[src/rtl/msgbuf_pkg.sv]
package msgbuf_pkg;

  typedef enum logic [1:0] {
    ST_IDLE = 2'd0,
    ST_RX   = 2'd1,
    ST_DLV  = 2'd2,
    ST_TX   = 2'd3
  } st_e;

  typedef enum logic [1:0] {
    RM_NORM = 2'd0,
    RM_BYP  = 2'd1,
    RM_WRAP = 2'd2
  } rxm_e;

  // Whole clock cycles covering a span of ns at a given clock rate, at least 1.
  function automatic int ns_to_cyc(input longint hz, input longint ns);
    longint c;
    c = ((hz / 1000) * ns) / 1000000;
    return (c < 1) ? 1 : int'(c);
  endfunction

endpackage

[src/rtl/msgbuf_mem.sv]
module msgbuf_mem #(
  parameter int DEPTH = 32,
  parameter int DW    = 16
) (
  input  logic                     clk,
  input  logic                     we,
  input  logic [$clog2(DEPTH)-1:0] waddr,
  input  logic [DW-1:0]            wdata,
  input  logic [$clog2(DEPTH)-1:0] raddr,
  output logic [DW-1:0]            rdata
);
  localparam int AW = $clog2(DEPTH);

  logic [DW-1:0] rows [DEPTH];

  for (genvar i = 0; i < DEPTH; i++) begin : g_row
    logic hit;
    assign hit = we && (waddr == AW'(i));
    always_ff @(posedge clk) begin
      if (hit) begin
        rows[i] <= wdata;
      end
    end
  end

  assign rdata = rows[raddr];

endmodule

[src/rtl/msgbuf_gap.sv]
module msgbuf_gap #(
  parameter int PERIOD = 8
) (
  input  logic clk,
  input  logic rst_n,
  input  logic fire,
  output logic ready
);
  localparam int GW = (PERIOD > 2) ? $clog2(PERIOD) : 1;
  localparam logic [GW-1:0] RELOAD = GW'(PERIOD - 1);

  logic [GW-1:0] cnt_q, cnt_d;

  always_comb begin
    cnt_d = cnt_q;
    if (fire) begin
      cnt_d = RELOAD;
    end else if (cnt_q != '0) begin
      cnt_d = cnt_q - 1'b1;
    end
  end

  always_ff @(posedge clk or negedge rst_n) begin
    if (!rst_n) begin
      cnt_q <= '0;
    end else begin
      cnt_q <= cnt_d;
    end
  end

  assign ready = (cnt_q == '0);

endmodule

[src/rtl/msgbuf_ctrl.sv]
module msgbuf_ctrl
  import msgbuf_pkg::*;
#(
  parameter int DEPTH   = 32,
  parameter int DW      = 16,
  parameter int SAW     = 5,
  parameter int WRAP_SA = 30
) (
  input  logic                     clk,
  input  logic                     rst_n,
  input  logic                     wrap_en,
  input  logic                     bypass_en,
  input  logic                     msg_start,
  input  logic                     msg_tx,
  input  logic [SAW-1:0]           msg_sa,
  input  logic [$clog2(DEPTH)-1:0] msg_wc,
  input  logic                     rx_wr,
  input  logic [DW-1:0]            rx_data,
  input  logic                     msg_valid,
  input  logic                     msg_err,
  input  logic                     tx_rd,
  input  logic                     ss_in_stb,
  input  logic [DW-1:0]            ss_in_data,
  input  logic                     dlv_ready,
  input  logic                     ld_ready,
  input  logic [DW-1:0]            mem_rdata,
  output logic                     mem_we,
  output logic [$clog2(DEPTH)-1:0] mem_waddr,
  output logic [DW-1:0]            mem_wdata,
  output logic [$clog2(DEPTH)-1:0] mem_raddr,
  output logic                     dlv_fire,
  output logic                     ld_fire,
  output logic                     ss_out_stb,
  output logic [DW-1:0]            ss_out_data,
  output logic                     ss_in_ack,
  output st_e                      st,
  output rxm_e                     rx_mode,
  output logic [$clog2(DEPTH):0]   rx_cnt,
  output logic [$clog2(DEPTH):0]   wc_lim
);
  localparam int AW = $clog2(DEPTH);
  localparam int CW = AW + 1;
  localparam logic [CW-1:0]  DEPTH_C = CW'(DEPTH);
  localparam logic [SAW-1:0] WRAP_C  = SAW'(WRAP_SA);

  st_e            st_q, st_d;
  rxm_e           mode_q, mode_d;
  logic [CW-1:0]  lim_q, lim_d;
  logic [CW-1:0]  wcnt_q, wcnt_d;
  logic [CW-1:0]  rptr_q, rptr_d;
  logic [CW-1:0]  ldp_q, ldp_d;
  logic           ostb_q, ostb_d;
  logic [DW-1:0]  odat_q, odat_d;
  logic           ack_q, ack_d;

  logic [CW-1:0]  lim_cmd;
  logic [CW-1:0]  rptr_inc;
  logic           rx_room;

  assign lim_cmd  = (msg_wc == '0) ? DEPTH_C : {1'b0, msg_wc};
  assign rptr_inc = rptr_q + 1'b1;
  assign rx_room  = (wcnt_q < lim_q);

  // Next-state process
  always_comb begin
    st_d      = st_q;
    mode_d    = mode_q;
    lim_d     = lim_q;
    wcnt_d    = wcnt_q;
    rptr_d    = rptr_q;
    ldp_d     = ldp_q;
    ostb_d    = 1'b0;
    odat_d    = odat_q;
    ack_d     = 1'b0;
    mem_we    = 1'b0;
    mem_waddr = wcnt_q[AW-1:0];
    mem_wdata = rx_data;
    dlv_fire  = 1'b0;
    ld_fire   = 1'b0;

    if (msg_start) begin
      rptr_d = '0;
      wcnt_d = '0;
      lim_d  = lim_cmd;
      if (msg_tx) begin
        st_d  = ST_TX;
        ldp_d = '0;
      end else begin
        st_d = ST_RX;
        if (wrap_en && (msg_sa == WRAP_C)) begin
          mode_d = RM_WRAP;
        end else if (bypass_en) begin
          mode_d = RM_BYP;
        end else begin
          mode_d = RM_NORM;
        end
      end
    end else begin
      unique case (st_q)
        ST_RX: begin
          if (rx_wr && rx_room) begin
            mem_we = 1'b1;
            wcnt_d = wcnt_q + 1'b1;
            if (mode_q == RM_BYP) begin
              ostb_d = 1'b1;
              odat_d = rx_data;
            end
          end
          if (msg_err) begin
            st_d   = ST_IDLE;
            wcnt_d = '0;
          end else if (msg_valid) begin
            if ((mode_q == RM_NORM) && (wcnt_d != '0)) begin
              st_d   = ST_DLV;
              rptr_d = '0;
            end else begin
              st_d = ST_IDLE;
            end
          end
        end
        ST_DLV: begin
          if (dlv_ready) begin
            ostb_d   = 1'b1;
            odat_d   = mem_rdata;
            dlv_fire = 1'b1;
            rptr_d   = rptr_inc;
            if (rptr_inc >= wcnt_q) begin
              st_d = ST_IDLE;
            end
          end
        end
        ST_TX: begin
          if (msg_err) begin
            st_d = ST_IDLE;
          end else if (tx_rd && (rptr_q < lim_q)) begin
            rptr_d = rptr_inc;
            if (rptr_inc == lim_q) begin
              st_d = ST_IDLE;
            end
          end
        end
        default: begin
          if (ss_in_stb && ld_ready && (ldp_q < DEPTH_C)) begin
            mem_we    = 1'b1;
            mem_waddr = ldp_q[AW-1:0];
            mem_wdata = ss_in_data;
            ldp_d     = ldp_q + 1'b1;
            ack_d     = 1'b1;
            ld_fire   = 1'b1;
          end
        end
      endcase
    end
  end

  // Register process
  always_ff @(posedge clk or negedge rst_n) begin
    if (!rst_n) begin
      st_q   <= ST_IDLE;
      mode_q <= RM_NORM;
      lim_q  <= '0;
      wcnt_q <= '0;
      rptr_q <= '0;
      ldp_q  <= '0;
      ostb_q <= 1'b0;
      odat_q <= '0;
      ack_q  <= 1'b0;
    end else begin
      st_q   <= st_d;
      mode_q <= mode_d;
      lim_q  <= lim_d;
      wcnt_q <= wcnt_d;
      rptr_q <= rptr_d;
      ldp_q  <= ldp_d;
      ostb_q <= ostb_d;
      odat_q <= odat_d;
      ack_q  <= ack_d;
    end
  end

  assign mem_raddr   = rptr_q[AW-1:0];
  assign ss_out_stb  = ostb_q;
  assign ss_out_data = odat_q;
  assign ss_in_ack   = ack_q;
  assign st          = st_q;
  assign rx_mode     = mode_q;
  assign rx_cnt      = wcnt_q;
  assign wc_lim      = lim_q;

endmodule

[src/rtl/msgbuf_top.sv]
module msgbuf_top
  import msgbuf_pkg::*;
#(
  parameter int DEPTH   = 32,
  parameter int DW      = 16,
  parameter int SAW     = 5,
  parameter int WRAP_SA = 30,
  parameter int CLK_HZ  = 16_000_000,
  parameter int DLV_NS  = 500,
  parameter int LOAD_NS = 1000
) (
  input  logic                     clk,
  input  logic                     rst_n,
  input  logic                     wrap_en,
  input  logic                     bypass_en,
  input  logic                     msg_start,
  input  logic                     msg_tx,
  input  logic [SAW-1:0]           msg_sa,
  input  logic [$clog2(DEPTH)-1:0] msg_wc,
  input  logic                     rx_wr,
  input  logic [DW-1:0]            rx_data,
  input  logic                     msg_valid,
  input  logic                     msg_err,
  input  logic                     tx_rd,
  output logic [DW-1:0]            tx_data,
  input  logic                     ss_in_stb,
  input  logic [DW-1:0]            ss_in_data,
  output logic                     ss_in_ack,
  output logic                     ss_out_stb,
  output logic [DW-1:0]            ss_out_data
);
  localparam int AW       = $clog2(DEPTH);
  localparam int DLV_CYC  = ns_to_cyc(longint'(CLK_HZ), longint'(DLV_NS));
  localparam int LOAD_CYC = ns_to_cyc(longint'(CLK_HZ), longint'(LOAD_NS));

  logic           mem_we;
  logic [AW-1:0]  mem_waddr, mem_raddr;
  logic [DW-1:0]  mem_wdata, mem_rdata;
  logic           dlv_fire, dlv_ready, ld_fire, ld_ready;
  st_e            st_w;
  rxm_e           mode_w;
  logic [AW:0]    rx_cnt_w, wc_lim_w;

  msgbuf_mem #(.DEPTH(DEPTH), .DW(DW)) u_mem (
    .clk   (clk),
    .we    (mem_we),
    .waddr (mem_waddr),
    .wdata (mem_wdata),
    .raddr (mem_raddr),
    .rdata (mem_rdata)
  );

  msgbuf_gap #(.PERIOD(DLV_CYC)) u_dlv_gap (
    .clk   (clk),
    .rst_n (rst_n),
    .fire  (dlv_fire),
    .ready (dlv_ready)
  );

  msgbuf_gap #(.PERIOD(LOAD_CYC)) u_ld_gap (
    .clk   (clk),
    .rst_n (rst_n),
    .fire  (ld_fire),
    .ready (ld_ready)
  );

  msgbuf_ctrl #(.DEPTH(DEPTH), .DW(DW), .SAW(SAW), .WRAP_SA(WRAP_SA)) u_ctrl (
    .clk         (clk),
    .rst_n       (rst_n),
    .wrap_en     (wrap_en),
    .bypass_en   (bypass_en),
    .msg_start   (msg_start),
    .msg_tx      (msg_tx),
    .msg_sa      (msg_sa),
    .msg_wc      (msg_wc),
    .rx_wr       (rx_wr),
    .rx_data     (rx_data),
    .msg_valid   (msg_valid),
    .msg_err     (msg_err),
    .tx_rd       (tx_rd),
    .ss_in_stb   (ss_in_stb),
    .ss_in_data  (ss_in_data),
    .dlv_ready   (dlv_ready),
    .ld_ready    (ld_ready),
    .mem_rdata   (mem_rdata),
    .mem_we      (mem_we),
    .mem_waddr   (mem_waddr),
    .mem_wdata   (mem_wdata),
    .mem_raddr   (mem_raddr),
    .dlv_fire    (dlv_fire),
    .ld_fire     (ld_fire),
    .ss_out_stb  (ss_out_stb),
    .ss_out_data (ss_out_data),
    .ss_in_ack   (ss_in_ack),
    .st          (st_w),
    .rx_mode     (mode_w),
    .rx_cnt      (rx_cnt_w),
    .wc_lim      (wc_lim_w)
  );

  assign tx_data = mem_rdata;

endmodule

[config.mk]
export PLATFORM = sky130hd
export DESIGN_NAME = msgbuf_top
export DESIGN_NICKNAME = d
export VERILOG_FILES = /design/src/rtl/msgbuf_pkg.sv /design/src/rtl/msgbuf_mem.sv /design/src/rtl/msgbuf_gap.sv /design/src/rtl/msgbuf_ctrl.sv /design/src/rtl/msgbuf_top.sv
export SDC_FILE = /design/constraint.sdc
export NUM_CORES = 1
export LEC_CHECK = 0
export ABC_AREA = 1
export CAP_MARGIN = 0
export CORE_MARGIN = 10
export CORE_UTILIZATION = 60
export DETAILED_ROUTE_END_ITERATION = 10
export PLACE_DENSITY = 0.79
export SETUP_SLACK_MARGIN = 0.4
export SKIP_LAST_GASP = 1
export SYNTH_ARGS = -nofsm -noshare
export SYNTH_HDL_FRONTEND = slang
export SYNTH_SLANG_ARGS = --single-unit
[constraint.sdc]
create_clock -name clk -period 5.2 [get_ports clk]
set_input_delay 1.3 -clock clk [delete_from_list [all_inputs] [get_ports clk]]
set_output_delay 1.3 -clock clk [all_outputs]
set_load 0.03 [all_outputs]
==> reports/results.txt <==
Status = finished, final reports clean
CTS tree = built
Drt via density = 6.46
Clock Sinks = 565
Clock Root Buffer = clkbuf_16
Max VDD drop = 231 uV
Worst Tran Pin Value = 1.20 ns
Routed wire per std cell = 24.2 um
Post-synthesis compound-gate area fraction = 13.1%
Mapped Cells = 1962
Max Freq = 0.211 GHz
Netlist Area Pre-Place = 23800 um2
Yosys reg bits = 565
Async set or reset register ratio after synthesis = 9.38%
IO Pins = 87
CP Cell Sequence = clkinv_4 -> buf_12 -> nor2_1 -> o21ai_0 -> o21ai_1 -> o21ai_0 -> o22ai_1 -> nand2_1 -> nand2_1 -> clkdlybuf4s50_1
Clock Latency Late Sink = 0.59 ns
Switching Share = 32.4%
Required @ worst endpoint = 3.90 ns
Count leader, synth = edfxtp_1
Synth Area in Simple Gates = 11.1%
Worst-path clk slew = 0.06 ns
Drt first pass iters = 6
Ys Warns = 0
Yosys top cell area share = 64.7%
PD cells = 448 nW/um2
Core Region = 38900 um2
DRC violation count after routing = 0
NumNets Final = 2135
Die Y = 219 um
Footprint of the multi-input gates = 6200 um2
Post-layout minimum cycle time = 4.73 ns
Crit-path max cell delay = 0.68 ns
FF+latch area = 16700 um2
Fin crit share = 91.0%
Pin count of the biggest net entering global routing = 124
Comb pwr share = 26.8%
Vias in the first global route = 16400
Synth area leaders = edfxtp_1 (65%), dfrtp_1 (5.6%), o21ai_0 (4.8%), nor2_1 (4.1%), nand2_1 (4.1%)
Sequential power share = 43.0%
Share of cells above drive strength 1 = 9.31%
Total GRT Usage = 25.8%
Width of the die = 219 um
DRT iter0 DRCs = 2626
Post-CTS Setup Bufs = 0
CP Capture Type = output pin
TritonCTS buffer count = 54
EDFF count, synth = 512
Sw power = 0.00393 W
Clock power frac = 30.2%
Setup-failing EPs final = 0
Antenna Diode Count = 0
Seq/Total Area, Yosys = 70.3%
Initial Util = 61.0%
Post-synth top flop = edfxtp_1
Syn Nets = 2043
Filler instances = 2553
Hold Vio Cnt, Final = 0
Htree depth = 2
First-pass GRT wire length = 95200 um
Rows = 72
XOR/XNOR share of the synthesized area = 0.221%
Pwr Total = 0.0121 W
RSZ-0062 raised after global routing = true
Mean cell area of the mapped netlist = 12.1 um2
Total global routing overflow = 0
Post-DRT Antenna Nets = 0
Bufs on Longest Clock Path = 3
Multiplexer area fraction after synthesis = 0%
DIE AREA = 48000 um2
HP Class = flip-flop to flip-flop
Post-Synth Adder-Cell Area = 1.47%
WL final = 63200 um
Synth cell types = 47
Max Cap Violations = 0
Leak = 9.76 nW
Startpoint types = flip-flop
Largest family of logic cells by synthesized area = compound AO/OA/AOI/OAI gates
WL met2 = 30400 um
Metal3 WL = 7400 um
# port buffers = 86
Area delta synth->final = 14.1%
Crit path arrival time = 3.43 ns
CP top delay family = buffers and inverters
Post-Route Skew = 0.0188 ns
CP max FO = 39
Int Pwr = 0.00821 W
Final setup TNS = 0 ns
WP buf/inv = 3
Slew Viols, Final = 0
Uppermost layer routed = met4
Hpwl dp = 36800 um
WL met1 = 23400 um
Crit Path Category = flip-flop to output pin
Max-slew headroom = 20.0%
Slowest CP cell = clkdlybuf4s50_1
Synth area leader = edfxtp_1
Most frequent cells after synthesis = edfxtp_1 (512), nor2_1 (259), nand2_1 (257)
Initial antenna violation count = 0
Placer Congestion = 0.934
Vias = 16900
==> layer usage <==
layer  global-route usage (%)  up-vias
li1                         -     7339
met1                     33.6     8198
met2                     42.3     1174
met3                     5.14      164
met4                     9.38        0
met5                        0        -
==> worst paths after layout <==
path,from,end,slack [ns],depth (start not counted)
max in group asynchronous,rst_n,u_ctrl.ldp_q[2]$_DFFE_PN0P_,3.60,2
min in group asynchronous,rst_n,u_ctrl.rptr_q[0]$_DFFE_PN0P_,0.74,1
hold / removal,u_ctrl.ss_out_data[12]$_DFFE_PN0P_,u_ctrl.ss_out_data[12]$_DFFE_PN0P_,0.48,2
setup / recovery,u_ctrl.rptr_q[1]$_DFFE_PN0P_,tx_data[10],0.47,10
hold reg to reg,u_ctrl.ss_out_data[12]$_DFFE_PN0P_,u_ctrl.ss_out_data[12]$_DFFE_PN0P_,0.48,2
setup reg to reg,u_ld_gap.cnt_q[0]$_DFFE_PN0P_,u_mem.rows[23][13]$_DFFE_PP_,1.92,14
==> worst reg2reg max path, stage by stage (launching register included) <==
cell	delay, ns
dfrtp_1	0.38
inv_1	0.09
ha_1	0.23
nand2_4	0.11
nor2_8	0.05
nand3_2	0.10
nor2_4	0.05
nand2_4	0.18
clkinv_2	0.31
nand2_1	0.20
o21ai_2	0.11
nor3_2	0.29
nand2_1	0.16
nor2_1	0.52
buf_12	0.23
==> cell type report <==
type	instances	area share (%)
flip-flops and latches	565	61.6
repair buffers	155	5.88
multi-input cells	1194	22.9
inverters	84	1.21
well taps	518	2.39
clock buffers	62	5.13
clock inverters	34	0.886
==> through the flow <==
step	instance area, um2	cells	hold slack [ns]	util [%]	setup WS [ns]
CTS	27000	2611	0.482	69.5	0.390
finish	27100	2612	0.479	69.7	0.470
global route	27100	2612	0.501	69.7	0.330
global placement	25400	2514	0.463	65.2	0.863
detailed placement	25400	2514	0.465	65.2	0.836
floorplan	23800	1962	0.453	-	1.59
==> cells in the final DEF, fill, tap and decap left out, types with 5 or more instances in the layout <==
master and count:
clkinv_2 14, xor2_1 5, o21ai_0 217, clkdlybuf4s50_1 79
dfrtp_1 50, nand2_1 256, nor3_1 7, and2_1 5
a21oi_1 107, o21ai_1 17, buf_4 55, o22ai_1 60
nand4_1 11, o211ai_1 22, a22oi_1 5, dlymetal6s2s_1 5
buf_12 10, nor2_1 259, clkinv_1 16, nand2_2 5
clkbuf_1 7, o221ai_1 58, ha_1 28, a21o_1 20
clkbuf_16 55, inv_1 73, edfxtp_1 512, o21ai_2 15
nand3_1 66, inv_2 8, nand3b_1 7
==> power by group through the flow <==
stage / clock [W] / combinational [W] / sequential (W)
after detailed placement: 0 / 0.00306 / 0.00531
after global placement: 0 / 0.00297 / 0.00530
final: 0.00367 / 0.00325 / 0.00522
after global routing: 0.00387 / 0.00351 / 0.00524
after CTS: 0.00369 / 0.00314 / 0.00521
after floorplan: 0 / 0.00195 / 0.00540
==> sequential cells by signal, indices dropped and copies added, names as in the netlist <==
signal / count
u_ctrl.ldp_q: 6
u_ctrl.rx_mode: 2
u_ctrl.rx_cnt: 6
u_ctrl.rptr_q: 6
u_dlv_gap.cnt_q: 3
u_ctrl.ss_in_ack: 1
u_ctrl.ss_out_stb: 1
u_ctrl.ss_out_data: 16
u_ld_gap.cnt_q: 4
u_ctrl.wc_lim: 6
u_mem.rows: 512
u_ctrl.st: 2
==> timing repair <==
| item | in CTS | in global routing |
|---|---|---|
| hold buffers | 0 | 0 |
| cloned | 1 | 1 |
| resized for setup | 5 | 13 |
| setup endpoints to repair | 12 | 13 |
==> cell families (layout without fill, tap and decap cells) <==
| family | after synthesis | in the layout |
|---|---|---|
| AND/OR/NAND/NOR | 632 | 632 |
| flip-flops | 565 | 565 |
| AO/OA/AOI/OAI | 528 | 528 |
| buffers and inverters | 203 | 335 |
| adder cells (fa/ha/maj) | 28 | 28 |
| XOR/XNOR | 6 | 6 |
Note: power is estimated with default switching activity, not from simulation.
